### src/rtl/acc_guard_pkg.sv
package acc_guard_pkg;

  typedef enum logic [1:0] {
    PERM_NONE = 2'd0,
    PERM_EXEC = 2'd1,
    PERM_READ = 2'd2,
    PERM_FULL = 2'd3
  } perm_e;

  localparam logic [3:0] AT_ADDR_FETCH = 4'd0;
  localparam logic [3:0] AT_OPND_FETCH = 4'd1;
  localparam logic [3:0] AT_WRITE      = 4'd2;
  localparam logic [3:0] AT_INSN_FETCH = 4'd3;
  localparam logic [3:0] AT_INSN_JUMP  = 4'd4;
  localparam logic [3:0] AT_MEM_TEST   = 4'd5;

  localparam logic [4:0] CAUSE_DENIED  = 5'h0D;

endpackage

### src/rtl/acc_perm_pick.sv
module acc_perm_pick #(
  parameter int LVL_W = 2,
  parameter int FLD_W = 2,
  localparam int NLVL  = 1 << LVL_W,
  localparam int ACC_W = FLD_W * NLVL
) (
  input  logic [ACC_W-1:0] acc_byte,
  input  logic [LVL_W-1:0] level,
  output logic [FLD_W-1:0] field
);

  logic [FLD_W-1:0] fld_by_lvl [NLVL];

  // Level 0 owns the most significant field, the highest level the least.
  for (genvar g = 0; g < NLVL; g++) begin : g_fld
    assign fld_by_lvl[g] = acc_byte[(NLVL-1-g)*FLD_W +: FLD_W];
  end

  assign field = fld_by_lvl[level];

endmodule

### src/rtl/acc_perm_judge.sv
module acc_perm_judge
  import acc_guard_pkg::*;
#(
  parameter int TYPE_W = 4
) (
  input  logic [1:0]        field,
  input  logic [TYPE_W-1:0] acc_type,
  output logic              allow
);

  logic is_insn;
  logic is_readish;

  always_comb begin
    is_insn    = (acc_type == TYPE_W'(AT_INSN_FETCH)) ||
                 (acc_type == TYPE_W'(AT_INSN_JUMP));
    is_readish = is_insn ||
                 (acc_type == TYPE_W'(AT_ADDR_FETCH)) ||
                 (acc_type == TYPE_W'(AT_OPND_FETCH)) ||
                 (acc_type == TYPE_W'(AT_MEM_TEST));
    unique case (perm_e'(field))
      PERM_NONE: allow = 1'b0;
      PERM_EXEC: allow = is_insn;
      PERM_READ: allow = is_readish;
      PERM_FULL: allow = 1'b1;
      default:   allow = 1'b0;
    endcase
  end

endmodule

### src/rtl/acc_fault_pick.sv
module acc_fault_pick
  import acc_guard_pkg::*;
#(
  parameter int TYPE_W  = 4,
  parameter int LVL_W   = 2,
  parameter int CAUSE_W = 5,
  parameter int REG_W   = 32,
  localparam int PAD_W  = REG_W - TYPE_W - LVL_W - CAUSE_W
) (
  input  logic               req_valid,
  input  logic               allow,
  input  logic               capture_en,
  input  logic               ext_fault_vld,
  input  logic [CAUSE_W-1:0] ext_cause,
  input  logic [TYPE_W-1:0]  acc_type,
  input  logic [LVL_W-1:0]   level,
  output logic               rec_en,
  output logic [REG_W-1:0]   code_d
);

  logic               deny_evt;
  logic [CAUSE_W-1:0] cause;

  always_comb begin
    deny_evt = req_valid && !allow;
    cause    = ext_fault_vld ? ext_cause : CAUSE_W'(CAUSE_DENIED);
    rec_en   = capture_en && (ext_fault_vld || deny_evt);
    code_d   = {{PAD_W{1'b0}}, acc_type, level, cause};
  end

endmodule

### src/rtl/acc_fault_store.sv
module acc_fault_store #(
  parameter int REG_W = 32,
  parameter int VA_W  = 32
) (
  input  logic             clk,
  input  logic             rst_n,
  input  logic             rec_en,
  input  logic [REG_W-1:0] code_d,
  input  logic [VA_W-1:0]  addr_d,
  output logic [REG_W-1:0] code_q,
  output logic [VA_W-1:0]  addr_q
);

  logic [REG_W-1:0] code_n;
  logic [VA_W-1:0]  addr_n;

  always_comb begin
    code_n = code_q;
    addr_n = addr_q;
    if (rec_en) begin
      code_n = code_d;
      addr_n = addr_d;
    end
  end

  always_ff @(posedge clk or negedge rst_n) begin
    if (!rst_n) begin
      code_q <= '0;
      addr_q <= '0;
    end else begin
      code_q <= code_n;
      addr_q <= addr_n;
    end
  end

endmodule

### src/rtl/acc_guard.sv
module acc_guard #(
  parameter int VA_W    = 32,
  parameter int REG_W   = 32,
  parameter int TYPE_W  = 4,
  parameter int LVL_W   = 2,
  parameter int CAUSE_W = 5,
  parameter int SYNC_N  = 2,
  localparam int FLD_W  = 2,
  localparam int ACC_W  = FLD_W << LVL_W,
  localparam int RD_W   = (REG_W > VA_W) ? REG_W : VA_W
) (
  input  logic               clk,
  input  logic               rst_n,
  input  logic               req_valid,
  input  logic [ACC_W-1:0]   acc_byte,
  input  logic [LVL_W-1:0]   level,
  input  logic [TYPE_W-1:0]  acc_type,
  input  logic [VA_W-1:0]    vaddr,
  input  logic               capture_en,
  input  logic               ext_fault_vld,
  input  logic [CAUSE_W-1:0] ext_cause,
  input  logic               rd_sel,
  output logic               allow,
  output logic [RD_W-1:0]    rd_data
);

  logic [SYNC_N-1:0] rst_pipe;
  logic              rst_sync_n;
  logic [FLD_W-1:0]  field;
  logic              rec_en;
  logic [REG_W-1:0]  code_d;
  logic [REG_W-1:0]  code_q;
  logic [VA_W-1:0]   addr_q;

  // Reset asserts at once and is released after SYNC_N clock edges.
  always_ff @(posedge clk or negedge rst_n) begin
    if (!rst_n) rst_pipe <= '0;
    else        rst_pipe <= {rst_pipe[SYNC_N-2:0], 1'b1};
  end
  assign rst_sync_n = rst_pipe[SYNC_N-1];

  acc_perm_pick #(.LVL_W(LVL_W), .FLD_W(FLD_W)) u_pick (
    .acc_byte (acc_byte),
    .level    (level),
    .field    (field)
  );

  acc_perm_judge #(.TYPE_W(TYPE_W)) u_judge (
    .field    (field),
    .acc_type (acc_type),
    .allow    (allow)
  );

  acc_fault_pick #(
    .TYPE_W(TYPE_W), .LVL_W(LVL_W), .CAUSE_W(CAUSE_W), .REG_W(REG_W)
  ) u_fpick (
    .req_valid     (req_valid),
    .allow         (allow),
    .capture_en    (capture_en),
    .ext_fault_vld (ext_fault_vld),
    .ext_cause     (ext_cause),
    .acc_type      (acc_type),
    .level         (level),
    .rec_en        (rec_en),
    .code_d        (code_d)
  );

  acc_fault_store #(.REG_W(REG_W), .VA_W(VA_W)) u_store (
    .clk    (clk),
    .rst_n  (rst_sync_n),
    .rec_en (rec_en),
    .code_d (code_d),
    .addr_d (vaddr),
    .code_q (code_q),
    .addr_q (addr_q)
  );

  always_comb begin
    rd_data = rd_sel ? RD_W'(addr_q) : RD_W'(code_q);
  end

endmodule

### config.mk
export PLATFORM = sky130hd
export DESIGN_NAME = acc_guard
export DESIGN_NICKNAME = d
export VERILOG_FILES = /design/src/rtl/acc_guard_pkg.sv /design/src/rtl/acc_perm_pick.sv /design/src/rtl/acc_perm_judge.sv /design/src/rtl/acc_fault_pick.sv /design/src/rtl/acc_fault_store.sv /design/src/rtl/acc_guard.sv
export SDC_FILE = /design/constraint.sdc
export NUM_CORES = 1
export LEC_CHECK = 0
export CORE_UTILIZATION = 35
export DETAILED_ROUTE_END_ITERATION = 10
export GPL_TIMING_DRIVEN = 0
export PLACE_DENSITY = 0.7
export SYNTH_ARGS = -nofsm -noshare
export SYNTH_HDL_FRONTEND = slang
export SYNTH_SLANG_ARGS = --single-unit
### constraint.sdc
create_clock -name clk -period 2.5 [get_ports clk]
set_clock_uncertainty 0.05 [all_clocks]
set_input_delay 0.75 -clock clk [delete_from_list [all_inputs] [get_ports clk]]
set_output_delay 0.75 -clock clk [all_outputs]
set_load 0.02 [all_outputs]
==> metrics.cfg <==
[outcome]
status=finished, violations left
violations=negative setup slack

[sta]
fin_crit_ps=2700
report.final.hold_viol_count=0
period_share_pct=108
worst_slack_ps=-202
rsz0062_at_grt=yes
tns_ps=-202
max_freq_ghz=0.370
relSlewSlack_pct=65.9
worstMarginPinSlew_ps=512
slew_viol_final=0
setup_viol=1

[route]
drc=0
vias=1508
dr.pass1.iters=2
drt-initial-drc-count=33
routed_wl_um=4790
wire_per_inst_um=14.6
ant_nets=0
via_per_inst=4.60

[synthesis]
syn_area_per_cell_sq_um=14.4
synth_area_leaders=dfrtp_1 51%, mux2_4 24%, and2_1 5.9%, mux2_2 5.6%, buf_12 2.7%
yosysWarnings=0
ys_seq_area_share_pct=51.0
ys_types=22
synth_top_area_cell=dfrtp_1
ys_ff_latch=45
yosysTopAreaCellShare_pct=51.0
syn_area_sq_mm=0.00221
netlist_instances=153
synth_nets=210

[clock_tree]
clock_tree.buffer_depth=2
cts_tree=built
ctsHoldBuffers=0
clk_latency_ps=290
clkSinkCount=45
clk_pin_slew_worst_paths_ps=80
h-tree-depth=2
cts_root_buf=clkbuf_8
numCtsBuffers=5

[die]
fp.coreArea_sq_mm=0.00599
start_util_pct=36.9
die_x_um=81.4
die-area_sq_mm=0.00663
row_count=28
die_h_um=81.4
io_pins=90

[placement]
io_buffers=88
gp_congestion=0.722
pre_cts_ws_ps=-1120
hpwl_um=3470
place_area_sq_mm=0.00321

[layout]
area_growth_pct=51.3
drive_gt1_share_pct=32.0
antennaDiodeCount=0
postLayoutCoreUtil_pct=55.8
final_cell_area_sq_mm=0.00334
final_nets=309

[global_route]
grt_max_degree=24
gr-usage-all-layers_pct=15.8
grt_antenna_before_repair=0
grt_pass1_vias=1560
grt_pass1_wl_um=7780
grt_overflow_total=0

[power_and_ir_drop]
ir_drop_uv=245
p_leak_nw=1.61
power_mw=2.04
power.density_mw_per_mm2=610

[critical_path]
arrival_ps=1900
cp-end-kind=output pin
cp-start-kind=primary input
path_max_fanout=3
cp.required_ps=1700
critPathKind=in2out
reg2reg_depth=1

[hold_path]
hp-class=reg2async

[run]
cap_violations=0

power by group:
| group | internal [mW] | total, mW | switching, mW |
|---|---|---|---|
| registers | 0.844 | 0.907 | 0.0628 |
| clock network | 0.250 | 0.487 | 0.237 |
| logic | 0.392 | 0.646 | 0.253 |
| total | 1.49 | 2.04 | 0.553 |
cell usage in the layout (no fill, tap or decap), drive strengths merged, types with 2 or more instances in the layout:
master / count
clkdlybuf4s15: 6
a21oi: 4
nand2: 6
dfrtp: 45
nor2: 4
clkdlybuf4s50: 41
mux4: 2
mux2: 46
dlygate4sd2: 33
o21ai: 3
inv: 4
clkbuf: 14
buf: 14
a32o: 2
and2: 21
registers in the layout, summed over array words and instances, names as in the netlist:
register	cells
u_store.addr_q	32
u_store.code_q	11
rst_pipe	2
final timing paths:
path / startpoint / end / slack (ps)
max reg2reg: u_store.addr_q[4] / u_store.addr_q[4] / 1680
min reg2reg: rst_pipe[1] / u_store.addr_q[31] / 190
min in group clk: rst_pipe[0] / rst_pipe[1] / 320
max in group asynchronous: rst_n / rst_pipe[1] / 1700
min: rst_pipe[1] / u_store.addr_q[31] / 190
max: level[0] / allow / -200
cells in the mapped netlist:
master and instances:
mux2_4 35, mux2_2 11, or2_2 1, a32o_1 2, clkbuf_1 4, nand2_1 6, buf_12 3, o21ai_0 3
inv_1 4, dfrtp_1 45, a211oi_1 1, nor2_1 4, and2_1 21, o21a_1 1, mux4_1 1, conb_1 1
nand2b_1 1, o31a_1 1, nand3b_1 1, buf_6 2, mux4_2 1, a21oi_1 4
timing repair:
| item | CTS | global route |
|---|---|---|
| endpoints found under the setup margin | 76 | 6 |
| pin swaps | 3 | 2 |
| gates resized for setup | 84 | 8 |
| cloned | 0 | 1 |
| setup buffers | 1 | 2 |
metal layers:
metal | up-vias | part of all wire [%] | global-route usage [%]
met5 | - | 0 | 0
met4 | 0 | 0.84 | 4.82
met3 | 5 | 6.5 | 4.11
met2 | 60 | 47 | 26.5
met1 | 726 | 46 | 19.7
li1 | 717 | - | -
critical path, stage by stage:
cell and delay [ps]:
buf_8 80, mux4_2 510, o21a_1 200, or2_4 230, buf_6 130
through the flow:
step,cells,hold WS (ps)
floorplan,153,281
global placement,316,287
detailed placement,317,203
CTS,326,212
global route,328,240
finish,328,193
logic make-up after synthesis:
group	share of synthesized area (%)
AND/OR/NAND/NOR	8.56
flip-flops	51.0
AO/OA/AOI/OAI	3.57
other	0.170
buffers and inverters	5.10
multiplexers	31.6
layout make-up:
type | count | area [sq um]
buffer | 9 | 145
clock buffer | 7 | 96.3
clock inverter | 1 | 5.00
fill | 535 | 2650
inverter | 4 | 15.0
multi-input combinational | 95 | 973
sequential | 45 | 1130
tap | 75 | 93.8
timing repair buffer | 92 | 885
Note: power is estimated with default switching activity, not from simulation.
